File: config.mk
export PLATFORM = sky130hd
export DESIGN_NAME = hs_wr_master
export DESIGN_NICKNAME = d
export VERILOG_FILES = /design/src/rtl/hsw_pkg.sv /design/src/rtl/hsw_sync.sv /design/src/rtl/hsw_timer.sv /design/src/rtl/hsw_seq.sv /design/src/rtl/hs_wr_master.sv
export SDC_FILE = /design/constraint.sdc
export NUM_CORES = 1
export LEC_CHECK = 0
export CORE_ASPECT_RATIO = 1.4
export CORE_UTILIZATION = 40
export CTS_CLUSTER_SIZE = 12
export DETAILED_ROUTE_END_ITERATION = 16
export PLACE_DENSITY = 0.71
export SYNTH_ARGS = -nofsm -noshare
export SYNTH_HDL_FRONTEND = slang
export SYNTH_SLANG_ARGS = --single-unit
File: constraint.sdc
create_clock -name clk -period 4.2 [get_ports clk]
set_clock_uncertainty 0.05 [all_clocks]
set_input_delay 0.42 -clock clk [delete_from_list [all_inputs] [get_ports clk]]
set_output_delay 0.42 -clock clk [all_outputs]
set_load 0.05 [all_outputs]
File: src/rtl/hsw_pkg.sv
package hsw_pkg;

  typedef enum logic [3:0] {
    ST_IDLE, ST_ADDR, ST_ASTB, ST_WRLV, ST_DATA, ST_DSTB,
    ST_RLAS, ST_RLDS, ST_RLRW, ST_RLDT, ST_BERR
  } hsw_state_e;

  typedef struct packed {
    logic addr_oe;
    logic as_n;
    logic rw_n;
    logic data_oe;
    logic ds_n;
  } hsw_drive_t;

  // Bus levels held in each state of the ladder
  function automatic hsw_drive_t hsw_drive(input hsw_state_e s);
    hsw_drive_t d;
    d = '{addr_oe: 1'b0, as_n: 1'b1, rw_n: 1'b1, data_oe: 1'b0, ds_n: 1'b1};
    case (s)
      ST_ADDR: d.addr_oe = 1'b1;
      ST_ASTB: begin d.addr_oe = 1'b1; d.as_n = 1'b0; end
      ST_WRLV: begin d.addr_oe = 1'b1; d.as_n = 1'b0; d.rw_n = 1'b0; end
      ST_DATA: begin d.addr_oe = 1'b1; d.as_n = 1'b0; d.rw_n = 1'b0; d.data_oe = 1'b1; end
      ST_DSTB: begin d.addr_oe = 1'b1; d.as_n = 1'b0; d.rw_n = 1'b0; d.data_oe = 1'b1; d.ds_n = 1'b0; end
      ST_RLAS: begin d.addr_oe = 1'b1; d.rw_n = 1'b0; d.data_oe = 1'b1; d.ds_n = 1'b0; end
      ST_RLDS: begin d.addr_oe = 1'b1; d.rw_n = 1'b0; d.data_oe = 1'b1; end
      ST_RLRW: begin d.addr_oe = 1'b1; d.data_oe = 1'b1; end
      ST_RLDT: d.addr_oe = 1'b1;
      default: ;
    endcase
    return d;
  endfunction

  function automatic logic hsw_is_wait(input hsw_state_e s);
    return (s == ST_DSTB) || (s == ST_RLRW);
  endfunction

endpackage

File: src/rtl/hsw_sync.sv
module hsw_sync #(
  parameter int  STAGES  = 2,
  parameter bit  RST_VAL = 1'b1
) (
  input  logic clk,
  input  logic rst_n,
  input  logic d_i,
  output logic q_o
);
  logic [STAGES-1:0] chain_q;

  always_ff @(posedge clk or negedge rst_n) begin
    if (!rst_n) chain_q <= {STAGES{RST_VAL}};
    else        chain_q <= {chain_q[STAGES-2:0], d_i};
  end

  assign q_o = chain_q[STAGES-1];
endmodule

File: src/rtl/hsw_timer.sv
module hsw_timer #(
  parameter int TW = 8
) (
  input  logic          clk,
  input  logic          rst_n,
  input  logic          wait_i,
  input  logic [TW-1:0] limit_i,
  output logic          expired_o
);
  logic [TW-1:0] cnt_q;

  always_ff @(posedge clk or negedge rst_n) begin
    if (!rst_n)                cnt_q <= '0;
    else if (!wait_i)          cnt_q <= '0;
    else if (cnt_q != limit_i) cnt_q <= cnt_q + 1'b1;
  end

  assign expired_o = wait_i && (cnt_q == limit_i);


  cnt_bound_chk: assert property (@(posedge clk) disable iff (!rst_n)
    wait_i |-> (cnt_q <= limit_i));
endmodule

File: src/rtl/hsw_seq.sv
module hsw_seq
  import hsw_pkg::*;
#(
  parameter int AW  = 16,
  parameter int DW  = 16,
  parameter int NDS = 2
) (
  input  logic           clk,
  input  logic           rst_n,
  input  logic           start_i,
  input  logic [AW-1:0]  addr_i,
  input  logic [DW-1:0]  data_i,
  input  logic           ack_s_i,
  input  logic           expired_i,
  output logic [AW-1:0]  addr_o,
  output logic           addr_oe_o,
  output logic           as_n_o,
  output logic           rw_n_o,
  output logic [DW-1:0]  data_o,
  output logic           data_oe_o,
  output logic [NDS-1:0] ds_n_o,
  output logic           busy_o,
  output logic           done_o,
  output logic           berr_o,
  output logic           wait_o,
  output logic           ack_seen_o
);
  hsw_state_e state_q, state_d;
  hsw_drive_t drv;
  logic [AW-1:0] addr_q;
  logic [DW-1:0] data_q;
  logic          done_q;

  always_comb begin
    state_d = state_q;
    case (state_q)
      ST_IDLE: if (start_i) state_d = ST_ADDR;
      ST_ADDR: state_d = ST_ASTB;
      ST_ASTB: state_d = ST_WRLV;
      ST_WRLV: state_d = ST_DATA;
      ST_DATA: state_d = ST_DSTB;
      ST_DSTB: if (!ack_s_i) state_d = ST_RLAS;
               else if (expired_i) state_d = ST_BERR;
      ST_RLAS: state_d = ST_RLDS;
      ST_RLDS: state_d = ST_RLRW;
      ST_RLRW: if (ack_s_i) state_d = ST_RLDT;
               else if (expired_i) state_d = ST_BERR;
      ST_RLDT: state_d = ST_IDLE;
      default: state_d = ST_IDLE;
    endcase
  end

  always_ff @(posedge clk or negedge rst_n) begin
    if (!rst_n) begin
      state_q <= ST_IDLE;
      addr_q  <= '0;
      data_q  <= '0;
      done_q  <= 1'b0;
    end else begin
      state_q <= state_d;
      done_q  <= (state_q == ST_RLDT);
      if (state_q == ST_IDLE && start_i) begin
        addr_q <= addr_i;
        data_q <= data_i;
      end
    end
  end

  assign drv        = hsw_drive(state_q);
  assign addr_oe_o  = drv.addr_oe;
  assign as_n_o     = drv.as_n;
  assign rw_n_o     = drv.rw_n;
  assign data_oe_o  = drv.data_oe;
  assign addr_o     = drv.addr_oe ? addr_q : '0;
  assign data_o     = drv.data_oe ? data_q : '0;
  assign busy_o     = (state_q != ST_IDLE);
  assign done_o     = done_q;
  assign berr_o     = (state_q == ST_BERR);
  assign wait_o     = hsw_is_wait(state_q);
  assign ack_seen_o = (state_q == ST_DSTB) && !ack_s_i;

  for (genvar g = 0; g < NDS; g++) begin : g_ds
    assign ds_n_o[g] = drv.ds_n;
  end


  as_after_addr_chk: assert property (@(posedge clk) disable iff (!rst_n)
    $fell(as_n_o) |-> $past(addr_oe_o));

  ds_after_data_chk: assert property (@(posedge clk) disable iff (!rst_n)
    $fell(ds_n_o[0]) |-> ($past(data_oe_o) && !rw_n_o));

  rw_after_ds_chk: assert property (@(posedge clk) disable iff (!rst_n)
    ($rose(rw_n_o) && !berr_o) |-> ($past(ds_n_o[0]) && $past(as_n_o)));

  data_rel_chk: assert property (@(posedge clk) disable iff (!rst_n)
    ($fell(data_oe_o) && !berr_o) |-> $past(ack_s_i));

  addr_last_chk: assert property (@(posedge clk) disable iff (!rst_n)
    ($fell(addr_oe_o) && !berr_o) |-> $past(!data_oe_o));

  done_idle_chk: assert property (@(posedge clk) disable iff (!rst_n)
    done_o |-> (!busy_o && as_n_o && !addr_oe_o && !data_oe_o));

  berr_one_chk: assert property (@(posedge clk) disable iff (!rst_n)
    berr_o |=> (!berr_o && !busy_o));

  hold_chk: assert property (@(posedge clk) disable iff (!rst_n)
    busy_o |=> ($stable(addr_q) && $stable(data_q)));
endmodule

File: src/rtl/hs_wr_master.sv
module hs_wr_master #(
  parameter int AW  = 16,
  parameter int DW  = 16,
  parameter int NDS = 2,
  parameter int TW  = 8
) (
  input  logic           clk,
  input  logic           rst_n,
  input  logic           start_i,
  input  logic [AW-1:0]  addr_i,
  input  logic [DW-1:0]  data_i,
  input  logic [TW-1:0]  tmo_limit_i,
  input  logic           ack_n_i,
  output logic [AW-1:0]  addr_o,
  output logic           addr_oe_o,
  output logic           as_n_o,
  output logic           rw_n_o,
  output logic [DW-1:0]  data_o,
  output logic           data_oe_o,
  output logic [NDS-1:0] ds_n_o,
  output logic           busy_o,
  output logic           done_o,
  output logic           berr_o
);
  logic ack_s_w, expired_w, wait_w, ack_seen_w;

  hsw_sync #(.STAGES(2), .RST_VAL(1'b1)) u_sync (
    .clk(clk), .rst_n(rst_n), .d_i(ack_n_i), .q_o(ack_s_w)
  );

  hsw_timer #(.TW(TW)) u_timer (
    .clk(clk), .rst_n(rst_n), .wait_i(wait_w),
    .limit_i(tmo_limit_i), .expired_o(expired_w)
  );

  hsw_seq #(.AW(AW), .DW(DW), .NDS(NDS)) u_seq (
    .clk(clk), .rst_n(rst_n), .start_i(start_i), .addr_i(addr_i),
    .data_i(data_i), .ack_s_i(ack_s_w), .expired_i(expired_w),
    .addr_o(addr_o), .addr_oe_o(addr_oe_o), .as_n_o(as_n_o),
    .rw_n_o(rw_n_o), .data_o(data_o), .data_oe_o(data_oe_o),
    .ds_n_o(ds_n_o), .busy_o(busy_o), .done_o(done_o),
    .berr_o(berr_o), .wait_o(wait_w), .ack_seen_o(ack_seen_w)
  );


  ack_sync_chk: assert property (@(posedge clk) disable iff (!rst_n)
    ack_seen_w |-> ($past(ack_n_i, 2) == 1'b0));
endmodule

* Yosys cells after proc, flatten, opt, wreduce, memory -nomap -nowiden
Index checks and enable logic that the tools add are counted.
** Storage, ports and cells
- Bits in registers :: 47
- Input bits :: 44
- Output and inout bits :: 41
- Word-level logic and storage cells :: 45
** Cells by class
- Add/sub/neg operators :: 1
- Eq/ne operators :: 14
- Multiplexer cells :: 14
- Reductions and logical operators :: 10
** Operators by type and width (number)
- 4-bit case mux with 9 select lines :: 1
- 16-bit two-way mux :: 2
- 4-bit by 3-bit equality test with 1-bit output, second input constant :: 4
- 4-bit two-way mux :: 4
- 8-bit two-way mux :: 2
- 4-bit equality test, second input constant :: 3
- 5-bit OR reduction :: 2
- 9-bit OR reduction :: 1
- 8-bit by 1-bit adder with 8-bit output, second input constant :: 1
- 4-bit by 2-bit equality test with 1-bit output, second input constant :: 2
- 8-bit equality test :: 1
- 8-bit != test :: 1
- 1-bit two-way mux :: 5
- 4-bit by 1-bit equality test with 1-bit output, second input constant :: 1
- 4-bit logical NOT :: 1
- 2-bit != test, second input constant :: 2
- 4-bit nonzero test :: 1
- 4-bit OR reduction :: 1
- 1-bit logical AND :: 2
- 2-bit OR reduction :: 1
- 1-bit logical OR :: 1

* Depth between registers and ports, before layout
- Depth in word-level cells :: 6
- Mapped depth :: 6
- Gate-level depth less buffers :: 4

* Modules after synthesis
From an unflattened synthesis, not the netlist that was laid out.
** Second synthesis, totals
- Cell total of the unflattened synthesis :: 214
- Area, all modules :: 2441.1 µm²
** Modules (own cells, without submodules)
- hsw_seq :: instances 1, cells each 148, area an instance 1815.5 µm², sequential area each 925.9 µm²
- hsw_timer :: instances 1, cells each 64, area an instance 573.0 µm², sequential area each 200.2 µm²
- hsw_sync :: instances 1, cells each 2, area an instance 52.6 µm², sequential area each 52.6 µm²

* Worst setup path after synthesis
OpenSTA, ideal clock, no wires.
- Path kind :: reg2out
- From :: reg u_seq.state_q[1]
- To :: out berr_o
- Data arrival time :: 1.878 ns
- Required time :: 3.730 ns
- Setup slack :: 1.852 ns
- Stages on the path, launching flop included :: 3
- Path buffers :: 1
- Cells stage by stage :: dfrtp_1 clkbuf_1 nor3b_1
** Between the ends
- Cells in the longest elaborated chain, start to end :: 1
** RTL lines
- start: declaration :: line hsw_seq.sv:28 : hsw_state_e state_q, state_d;
- start signal: assignment :: line hsw_seq.sv:60 : state_q <= state_d;
- 4-bit equality test :: line hsw_seq.sv:78 : assign berr_o = (state_q == ST_BERR);
- end: declaration :: line hs_wr_master.sv:23 : output logic berr_o
Every way passes these cells.

* Worst setup path in the final report
- From :: reg u_seq.state_q[1]
- To :: out addr_o[8]
** Between the ends
- Cells in the longest elaborated chain, start to end :: 4
- Elaborated cells between the ends (all ways) :: 12
- Those cells by class :: eq/ne: 9; mux: 2; reduce/logical: 1
** RTL lines
- 4-bit by 1-bit equality test with 1-bit output, or another cell as far along :: line hsw_pkg.sv:20 : case (s)
- 9-bit OR reduction (no line) *
- 1-bit two-way mux * :: line hsw_pkg.sv:20
- 16-bit two-way mux * :: line hsw_seq.sv:74 : assign addr_o = drv.addr_oe ? addr_q : '0;
- end: declaration :: line hs_wr_master.sv:14 : output logic [AW-1:0] addr_o,
Mark *: on every way between the ends. The rest lies on a longest branch, timed or not.

==> impl_metrics.json <==
{
  "outcome": "completed",
  "rrSetupSlack_ps": 1840,
  "ys_seq_area_share_pct": 46.0,
  "rows": 34,
  "fin_nets": 341,
  "grt_overflow": 0,
  "yosysTopAreaCell": "dfrtp_1",
  "synth_edf_count": 0,
  "tns_ps": 0,
  "critPathKind": "flip-flop to output port",
  "ys_types": 41,
  "dieArea_um2": 6730,
  "final_common_cell": "clkdlybuf4s50_1",
  "cp-startpoint": "u_seq.state_q[1]",
  "via_per_inst": 5.04,
  "cp_max_fo": 17,
  "drive_above_1_share_pct": 16.5,
  "finalHoldViolations": 0,
  "cts_buffers": 5,
  "cp.required_ps": 3730,
  "h-tree-depth": 2,
  "fp.dieH_um": 96.7,
  "hold_class": "input pin to async pin",
  "worstReg2RegEnd": "u_seq.data_q[13]",
  "setup.worst_path.end_class": "output port",
  "finalCritPeriodShare_pct": 80.7,
  "period_needed_ps": 3390,
  "slew_headroom_pct": 24.7,
  "cts_repair_resize_count": 0,
  "synth_top_area_share_pct": 44.0,
  "grt_first_pass_wirelength_mm": 9.03,
  "clkLatencyLatePin_ps": 290,
  "setup-violations-final": 0,
  "vias": 1858,
  "clockBufferDepth": 2,
  "syn_area_um2": 2560,
  "grt_pass1_vias": 1814,
  "track_usage_pct": 16.8,
  "start_kind": "flip-flop",
  "reg2reg_depth": 4,
  "place.gp.congestion": 0.791,
  "ys_warn_count": 0,
  "initial_core_util_pct": 41.2,
  "antenna_left": 0,
  "wl_per_cell_um": 14.6,
  "io_pins": 85,
  "async_reset_ff_share_pct": 100,
  "portBuffers": 84,
  "tightest_slew_ps": 1120,
  "drt_iter0_markers": 145,
  "clk_pin_slew_ps": 90,
  "diodes": 0,
  "final_cell_mix": "clkdlybuf4s50_1 (83), dfrtp_1 (45), mux2_4 (30)",
  "crit_end": "addr_o[8]",
  "netlist_instances": 218,
  "hpwlAfterDp_mm": 3.83,
  "post_cts_buffers": 0,
  "synth_fp_nets": 263,
  "fp.coreArea_um2": 6210,
  "syn_to_final_growth_pct": 36.3,
  "drt-total-wl_mm": 5.40,
  "antenna_found_initial": 0,
  "ys_ff_latch": 47,
  "die_w_um": 69.6,
  "reg2reg_from": "u_seq.state_q[1]",
  "report.final.slew_viol_count": 0,
  "worstPathArrival_ps": 2920,
  "fillCellCount": 566,
  "synth_ff_type": "dfrtp_1",
  "avgSynthCellArea_um2": 11.7,
  "drcViolationCount": 0,
  "tritoncts": "done",
  "synthTopCellsByArea": "dfrtp_1 (44%), mux2_4 (18%), nor2b_1 (4.2%)",
  "cts.sinks": 47,
  "drt_pass1_iterations": 4,
  "rsz0062_at_grt": "no",
  "multiInputGateArea_um2": 1260,
  "fmax_ghz": 0.295,
  "regArea_um2": 1180,
  "grt_max_degree": 48,
  "hold_buffers": 0,
  "maxCapViolations": 0,
  "root_buffer": "clkbuf_8"
}
-- per-stage QoR --
step	utilization [%]	setup WS (ps)	instances	cell area [um2]	hold slack, ps
global placement	54.6	1130	361	3390	298
floorplan	-	1850	218	2560	74.4
global route	56.2	527	369	3490	311
CTS	56.2	743	369	3490	301
finish	56.2	811	369	3490	248
detailed placement	54.6	1070	361	3390	299
-- cell usage after synthesis (2+ instances only) --
cell	number
a21oi_1	10
and2_1	16
and4_1	3
buf_2	6
buf_6	5
dfrtp_1	45
dfstp_2	2
inv_1	4
mux2_2	3
mux2_4	30
mux2i_1	6
nand2_1	14
nand2b_1	8
nand3_1	4
nand3b_1	2
nand4_1	3
nor2_1	4
nor2b_1	17
nor3_1	5
o21ai_0	2
xnor2_1	8
xor2_1	2
-- cell type report --
| type | instances | area share, % |
|---|---|---|
| Inverter | 5 | 0.538 |
| Timing Repair Buffer | 84 | 24.0 |
| Tap cell | 72 | 2.58 |
| Sequential cell | 47 | 33.8 |
| Clock buffer | 8 | 2.87 |
| Multi-Input combinational cell | 153 | 36.3 |
-- sequential cells by signal (all words and copies together), names as in the netlist --
name	cells
u_seq.addr_q	16
u_seq.data_q	16
u_timer.cnt_q	8
u_seq.state_q	4
u_sync.chain_q	2
u_seq.done_o	1
-- worst max-delay path, stage by stage (launching register included) --
cell and delay, ps:
dfrtp_1 540, or2_4 340, a21oi_1 710, and2_1 220
clkdlybuf4s50_1 810
-- worst min path at each step --
stage                              endpoint              start
after floorplan             u_seq.addr_q[0]              rst_n
after detailed placement  u_sync.chain_q[1]  u_sync.chain_q[0]
after global routing      u_sync.chain_q[1]  u_sync.chain_q[0]
final                      u_seq.state_q[0]              rst_n
after global placement    u_sync.chain_q[1]  u_sync.chain_q[0]
after CTS                  u_seq.state_q[0]              rst_n
-- cell families (layout without fill, tap and decap cells) --
family	after synthesis	count (layout)	share of synthesized area, %
simple gates	81	81	18.6
mux	39	39	21.3
flops	47	47	46.0
fa+ha+maj	1	1	0.489
compound gates	22	22	5.62
xor+xnor	10	10	3.42
buf+inv	18	97	4.55
-- metal layers --
layer	GRT usage, %	wire, um	vias up
li1	-	-	899
met1	21.2	2320	907
met2	28.2	2770	48
met3	3.33	231	4
met4	6.15	78	0
met5	0	0	-
Power is not shown: default switching activity piles up to over one toggle a cycle in this logic, so the estimate is an artifact.
